[config.mk]
export PLATFORM = sky130hd
export DESIGN_NAME = dual_switch_pwm_ctrl
export DESIGN_NICKNAME = d
export VERILOG_FILES = /design/src/rtl/swpwm_pkg.sv /design/src/rtl/swpwm_cfg_bank.sv /design/src/rtl/swpwm_ext_sync.sv /design/src/rtl/swpwm_pwm_chan.sv /design/src/rtl/dual_switch_pwm_ctrl.sv
export SDC_FILE = /design/constraint.sdc
export NUM_CORES = 1
export LEC_CHECK = 0
export BUFFER_PORTS_ARGS = -buffer_cell sky130_fd_sc_hd__buf_2
export CORE_MARGIN = 8
export CORE_UTILIZATION = 56
export DETAILED_ROUTE_END_ITERATION = 10
export HOLD_SLACK_MARGIN = 0.03
export PLACE_DENSITY_LB_ADDON = 0.3
export SETUP_SLACK_MARGIN = 0.5
export SYNTH_ARGS = -nofsm -noshare
export SYNTH_HDL_FRONTEND = slang
export SYNTH_SLANG_ARGS = --single-unit
[constraint.sdc]
create_clock -name clk -period 4.97 [get_ports clk]
set_input_delay 0.994 -clock clk [delete_from_list [all_inputs] [get_ports clk]]
set_output_delay 0.994 -clock clk [all_outputs]
set_load 0.01 [all_outputs]
[src/rtl/swpwm_pkg.sv]
// Package: shared widths and the per-channel control word type.
// Assumes: the field order of chan_cfg_t is the write-port word layout.
package swpwm_pkg;
    localparam int DUTY_W = 8;
    localparam int DLY_W  = 4;

    typedef struct packed {
        logic [DLY_W-1:0]  dly;      // turn-on delay in PWM ticks
        logic              on;       // static On bit
        logic              dir_dis;  // direct input disable
        logic              ext_sel;  // 1: external timebase
        logic              pwm_en;   // PWM enable
        logic [DUTY_W-1:0] duty;     // duty compare value
    } chan_cfg_t;

    localparam int CFG_W = $bits(chan_cfg_t);
endpackage

[src/rtl/swpwm_cfg_bank.sv]
// Module: per-channel control word registers loaded from one write port.
// Assumes: a write with an out-of-range channel index is dropped.
module swpwm_cfg_bank
    import swpwm_pkg::*;
#(
    parameter int NUM_CH = 2,
    parameter int CH_W   = 1
) (
    input  logic             clk,
    input  logic             rst_n,
    input  logic             wr_en,
    input  logic [CH_W-1:0]  wr_ch,
    input  logic [CFG_W-1:0] wr_data,
    output chan_cfg_t        cfg [NUM_CH]
);
    for (genvar c = 0; c < NUM_CH; c++) begin : g_ch
        chan_cfg_t cfg_q;

        // Purpose: hold the control word, load it on an addressed write.
        always_ff @(posedge clk) begin
            if (!rst_n) begin
                cfg_q <= '0;
            end else if (wr_en && (wr_ch == CH_W'(c))) begin
                cfg_q <= chan_cfg_t'(wr_data);
            end
        end

        assign cfg[c] = cfg_q;
    end
endmodule

[src/rtl/swpwm_ext_sync.sv]
// Module: brings the asynchronous external clock into the clk domain and
//         emits a one-cycle tick for each of its rising edges.
// Assumes: ext_clk high and low phases each last more than two clk cycles.
module swpwm_ext_sync (
    input  logic clk,
    input  logic rst_n,
    input  logic ext_clk,
    output logic ext_tick
);
    logic meta_q, sync_q, prev_q;

    // Purpose: two-flop synchroniser plus one flop for edge detection.
    always_ff @(posedge clk) begin
        if (!rst_n) begin
            meta_q <= 1'b0;
            sync_q <= 1'b0;
            prev_q <= 1'b0;
        end else begin
            meta_q <= ext_clk;
            sync_q <= meta_q;
            prev_q <= sync_q;
        end
    end

    assign ext_tick = sync_q & ~prev_q;
endmodule

[src/rtl/swpwm_pwm_chan.sv]
// Module: one channel's PWM timebase. It holds the turn-on delay counter and
//         the free-running duty counter, and forms the duty window.
// Assumes: the counters stay cleared while PWM enable AND On is false.
module swpwm_pwm_chan
    import swpwm_pkg::*;
(
    input  logic      clk,
    input  logic      rst_n,
    input  chan_cfg_t cfg,
    input  logic      ext_tick,
    output logic      window
);
    logic              run;
    logic              tick;
    logic              holding;
    logic [DUTY_W-1:0] cnt_q;
    logic [DLY_W-1:0]  dcnt_q;

    assign run     = cfg.pwm_en & cfg.on;
    assign tick    = cfg.ext_sel ? ext_tick : 1'b1;
    assign holding = (dcnt_q < cfg.dly);

    // Purpose: count delay ticks first, then run the duty counter freely.
    always_ff @(posedge clk) begin
        if (!rst_n || !run) begin
            cnt_q  <= '0;
            dcnt_q <= '0;
        end else if (tick) begin
            if (holding) begin
                dcnt_q <= dcnt_q + 1'b1;
            end else begin
                cnt_q <= cnt_q + 1'b1;
            end
        end
    end

    assign window = run & ~holding & (cnt_q < cfg.duty);
endmodule

[src/rtl/dual_switch_pwm_ctrl.sv]
// Module: top level. Combines, for each channel, the direct input, the On bit
//         and the PWM window into a registered switch target.
// Assumes: one external timebase pin shared by all channels.
module dual_switch_pwm_ctrl
    import swpwm_pkg::*;
#(
    parameter int NUM_CH = 2,
    localparam int CH_W  = (NUM_CH > 1) ? $clog2(NUM_CH) : 1
) (
    input  logic              clk,
    input  logic              rst_n,
    input  logic [NUM_CH-1:0] dir_in,
    input  logic              ext_clk,
    input  logic              wr_en,
    input  logic [CH_W-1:0]   wr_ch,
    input  logic [CFG_W-1:0]  wr_data,
    output logic [NUM_CH-1:0] sw_on
);
    chan_cfg_t cfg_q [NUM_CH];
    logic      ext_tick;

    swpwm_cfg_bank #(.NUM_CH(NUM_CH), .CH_W(CH_W)) u_cfg (
        .clk     (clk),
        .rst_n   (rst_n),
        .wr_en   (wr_en),
        .wr_ch   (wr_ch),
        .wr_data (wr_data),
        .cfg     (cfg_q)
    );

    swpwm_ext_sync u_sync (
        .clk      (clk),
        .rst_n    (rst_n),
        .ext_clk  (ext_clk),
        .ext_tick (ext_tick)
    );

    for (genvar c = 0; c < NUM_CH; c++) begin : g_ch
        logic win;
        logic hson;

        swpwm_pwm_chan u_pwm (
            .clk      (clk),
            .rst_n    (rst_n),
            .cfg      (cfg_q[c]),
            .ext_tick (ext_tick),
            .window   (win)
        );

        // Purpose: direct term OR the register-controlled term.
        always_comb begin
            hson = (dir_in[c] & ~cfg_q[c].dir_dis) |
                   (cfg_q[c].on & (cfg_q[c].pwm_en ? win : 1'b1));
        end

        // Purpose: register the channel target to give a glitch-free output.
        always_ff @(posedge clk) begin
            if (!rst_n) begin
                sw_on[c] <= 1'b0;
            end else begin
                sw_on[c] <= hson;
            end
        end
    end
endmodule

# Yosys cells after proc, flatten, opt, wreduce, memory -nomap -nowiden
# Cells that the tools add are included.
# W data, S select, Z words.
[totals] register_bits=61 latch_bits=0 ram_bits=0 rom_bits=0 in_bits=23 out_inout_bits=2 word_cells=63 mem_count=0
[classes] n_addsub=4 n_mul=0 n_div=0 magnitude_cmp=4 n_eq_ne=0 shift=0 n_mux=4 bitwise_logic=19 n_reduce_logical=11
[op_table] op="$add A8 B1 Y8 const B" n=2
[op_table] op="$lt A8 B8 Y1" n=2
[op_table] op="$and A1 B1 Y1" n=11
[op_table] op="$add A4 B1 Y4 const B" n=2
[op_table] op="$lt A4 B4 Y1" n=2
[op_table] op="$reduce_and A2 Y1" n=4
[op_table] op="$not A1 Y1" n=6
[op_table] op="$mux W1" n=4
[op_table] op="$logic_not A1 Y1" n=3
[op_table] op="$logic_and A1 B1 Y1" n=2
[op_table] op="$logic_or A1 B1 Y1" n=2
[op_table] op="$or A1 B1 Y1" n=2

# Depth between registers and ports, before layout
[logic_depth] depth_word=7 ltp_mapped=7 ltp_nobuf=7

# Cells and area by module
# A second synthesis with hierarchy kept.
[unflattened] hier_cells=366 hier_area_um2=3275.6
[by_module_without_submodules] mod="swpwm_pwm_chan" n_inst=2 cells_each=113 area_each_um2=922.1 seq_area_each_um2=240.2
[by_module_without_submodules] mod="swpwm_cfg_bank" n_inst=1 cells_each=123 area_each_um2=1246.2 seq_area_each_um2=640.6
[by_module_without_submodules] mod="dual_switch_pwm_ctrl" n_inst=1 cells_each=10 area_each_um2=92.6 seq_area_each_um2=40.0
[by_module_without_submodules] mod="swpwm_ext_sync" n_inst=1 cells_each=7 area_each_um2=92.6 seq_area_each_um2=60.1

# Least setup slack after synthesis
# OpenSTA, ideal clock, no wires.
[synth_path] kind="input -> register" startpoint="in wr_en" endpoint="reg, netlist name u_cfg.cfg[16]" setup_ps=76 arrival_time_ps=1778 required_ps=4894 path_slack_ps=3116 path_stages=5 path_buffers=2 cell_sequence="nor2b_1 -> clkbuf_1 -> clkbuf_1 -> nand2_1 -> a21boi_0"
[synth_between] elab_chain_cells=1
[synth_rtl] element="start, declared" line="dual_switch_pwm_ctrl.sv:14" text="input logic wr_en,"
[synth_rtl] element="$logic_and A1 B1 Y1" line="swpwm_cfg_bank.sv:23" text="end else if (wr_en && (wr_ch == CH_W'(c))) begin"
# No other way between the ends.
# A chain may end at the register's enable or synchronous reset.

# Final worst setup path
[layout_path] startpoint="in rst_n" endpoint="reg g_ch[0].u_pwm.cnt_q[5]"
[layout_between] elab_chain_cells=2
[layout_rtl] element="start, declared" line="dual_switch_pwm_ctrl.sv:11" text="input logic rst_n,"
[layout_rtl] element="$logic_not A1 Y1" line="swpwm_pwm_chan.sv:25" text="if (!rst_n || !run) begin"
[layout_rtl] element="$logic_or A1 B1 Y1" line="swpwm_pwm_chan.sv:25"
[layout_rtl] element="end signal, assigned" line="swpwm_pwm_chan.sv:32" text="cnt_q <= cnt_q + 1'b1;"
[layout_rtl] element="end, declared" line="swpwm_pwm_chan.sv:16" text="logic [DUTY_W-1:0] cnt_q;"
# No other way between the ends.

==> results.py <==
metrics = {
    "floorplanning": {
        "floorplan.initialDensity_pct": 56.78,
        "dieWidth_um": 90.03,
        "rows": 27,
        "die_h_um": 90.03,
        "die-area_sq_um": 8105,
        "ioPinCount": 25,
        "core_area_sq_um": 5405,
    },
    "layout": {
        "final_layout_size_suffix_gt1_share_pct": 13.99,
        "area_growth_pct": 11.78,
        "fin_util_pct": 63.47,
        "stdcell_count": 465,
        "nets": 435,
        "diodes": 0,
    },
    "min_path": {
        "hold_start": "u_sync.meta_q$_SDFF_PN0_",
        "hp-class": "register to register",
    },
    "critical_path": {
        "cp-end-kind": "register",
        "slowest_stage": "buf_2",
        "startpoint": "rst_n",
        "crit_required_ns": 5.25,
        "crit_chain": "buf_2 > and3_1 > nand2_1 > a31o_2 > nand2_1",
        "critPathKind": "primary input to register",
        "path_common_cell": "nand2_1",
        "cp_slowest_stage_delay_ns": 0.47,
        "r2r-start": "u_cfg.cfg[13]$_SDFFE_PN0P_",
        "crit_arrival_ns": 2.30,
        "path_max_fanout": 43,
        "startpoint_type": "primary input",
    },
    "detailed_routing": {
        "drt_wl_total_um": 5856,
        "initialDrtViolationCount": 123,
        "vias_per_cell": 5.299,
        "firstDrtPassIters": 5,
        "avgRoutedWirePerCell_um": 12.59,
        "route.detailed.drc": 0,
        "postRouteAntennaNets": 0,
        "vias": 2464,
    },
    "sta": {
        "hold_violations": 0,
        "fmax_mhz": 494.4,
        "rsz0062_at_grt": "false",
        "fin_skew_ns": 0.008880,
        "whs_ns": 0.4439,
        "finalMaxSlewViolations": 0,
        "finalCritPeriodShare_pct": 40.70,
        "tightest_slew_ns": 1.065,
        "setup_ws_ns": 2.947,
        "setup_viol": 0,
        "fin_crit_ns": 2.023,
        "tns_ns": 0,
        "max-slew-margin-rel_pct": 28.83,
    },
    "clock_network": {
        "ctsHoldBuffers": 0,
        "cts-root-buf": "clkbuf_8",
        "cts_tree": "built",
        "htreeDepth": 3,
        "cts_sinks": 61,
        "cts_resized": 0,
        "cts_buffers": 9,
        "clkLatencyLatePin_ns": 0.33,
        "clkSlewWorstSetupHoldPaths_ns": 0.07,
        "cts_setup_buffers": 0,
        "cts_buffer_depth": 2,
    },
    "power": {
        "powerDensity_nw_per_um2": 303.9,
        "p_leak_uw": 0.001364,
        "ir_drop_uv": 199.5,
    },
    "global_route": {
        "grt_pass1_wl_um": 10290,
        "grt_pass1_vias": 2441,
        "grt-ovfl-total": 0,
        "grt_usage_pct": 15.05,
        "antenna_found_initial": 0,
        "grt_start_max_net_pins": 44,
    },
    "place": {
        "gp_congestion": 0.7779,
        "numPortBuffers": 24,
        "dpl_worst_slack_ns": 2.611,
        "placed_cells": 449,
        "dpl.hpwl_um": 4350,
    },
    "synthesis": {
        "ys_warn_count": 0,
        "synth.area.top_cells": "dfxtp_1 40%, nand2_1 11%, ha_1 9.8%",
        "synth_edf_count": 0,
        "async_reset_ff_share_pct": 0,
        "yosysTopAreaCellShare_pct": 39.79,
        "synth_area_sq_um": 3069,
        "synth_cell_types": 37,
        "syn-instance-count": 366,
        "ys_seq_elements": 61,
        "syn_avg_cell_area_sq_um": 8.386,
        "synth_seq_area_share_pct": 39.79,
        "synth_ff_type": "dfxtp_1",
        "synth_largest_area_cell": "dfxtp_1",
        "synth_nets": 413,
    },
    "flow_run": {
        "maxCapViolCount": 0,
    },
    "run_status": {
        "outcome": "complete, no violations",
    },
}
[per-stage QoR]
step | instance area (sq um) | total power [uW]
5_1_grt | 3431 | 1083
6_report | 3431 | 1043
4_1_cts | 3431 | 1051
3_3_place_gp | 3231 | 609.6
3_5_place_dp | 3231 | 611.7
2_1_floorplan | 3069 | 584.7
[worst max-delay path: cells and delay by family]
family                 cells  cell delay, ns
and+or+nand+nor            3            0.61
AOI/OAI and AO/OA          1            0.21
buffers and inverters      1            0.47
[logic make-up after synthesis]
logic type	count (synthesis)	synth area share, %
adder cells (fa/ha/maj)	24	9.784
buffers and inverters	37	4.525
multiplexers	4	1.305
flip-flops	61	39.79
AND/OR/NAND/NOR	157	24.01
AO/OA/AOI/OAI	74	18.02
XOR/XNOR	9	2.568
[metal layers]
layer | part of all wire, % | routed length [um] | global-route usage (%)
met1 | 50 | 2926 | 17.76
met5 | 0 | 0 | 0
met2 | 44 | 2574 | 24.79
met3 | 4.6 | 268 | 4.572
met4 | 1.5 | 86 | 6.241
[sequential cells by signal (all words and copies together), names as in the netlist]
register	flops
u_sync.prev_q	1
g_ch.u_pwm.cnt_q	16
g_ch.u_pwm.dcnt_q	8
u_cfg.cfg	32
sw_on	2
u_sync.meta_q	1
u_sync.sync_q	1
[cell usage in the layout, fill, tap and decap left out, types with 5 or more instances in the layout]
cell type,instances
a21boi_0,32
a21oi_1,9
a31o_2,5
and2_1,8
buf_2,24
clkbuf_8,10
dfxtp_1,61
ha_1,24
inv_1,24
nand2_1,88
nand2b_1,6
nand3_1,9
nand4_1,9
nor2_1,19
o21ai_0,11
xnor2_1,5
[synthesized netlist by cell type (3+ instances only)]
library cell and count:
a21boi_0 32, a21oi_1 9, a31o_2 5, and2_1 8, and3_1 4, clkbuf_1 12, dfxtp_1 61, ha_1 24
inv_1 24, mux2i_1 4, nand2_1 88, nand2b_1 6, nand3_1 9, nand4_1 9, nor2_1 19, nor4_1 3
o21ai_0 11, xnor2_1 5, xor2_1 4
[power by group]
part / internal, uW / switching, uW / leakage, uW
combinational: 37.1 / 52.6 / 0.000774
sequential: 503 / 7.89 / 0.000496
clock: 243 / 199 / 0.0000943
[layout make-up]
class                           instances  area [sq um]
Clock inverter                          6         62.56
Tap cell                               72         90.09
Inverter                               24         90.09
Multi-Input combinational cell        268          1709
Timing Repair Buffer                   24         120.1
Fill cell                             486          1974
Sequential cell                        61          1221
Clock buffer                           10         137.6
[worst paths after layout]
| path | end | slack, ns | cells past startpoint |
|---|---|---|---|
| min reg2reg | u_sync.sync_q$_SDFF_PN0_ | 0.44 | 1 |
| min | u_sync.sync_q$_SDFF_PN0_ | 0.44 | 1 |
| max reg2reg | g_ch[1].u_pwm.dcnt_q[3]$_SDFFE_PP0P_ | 3.00 | 6 |
| max | g_ch[0].u_pwm.cnt_q[5]$_SDFFE_PP0P_ | 2.95 | 5 |
Power figures use the tool's default switching activity.
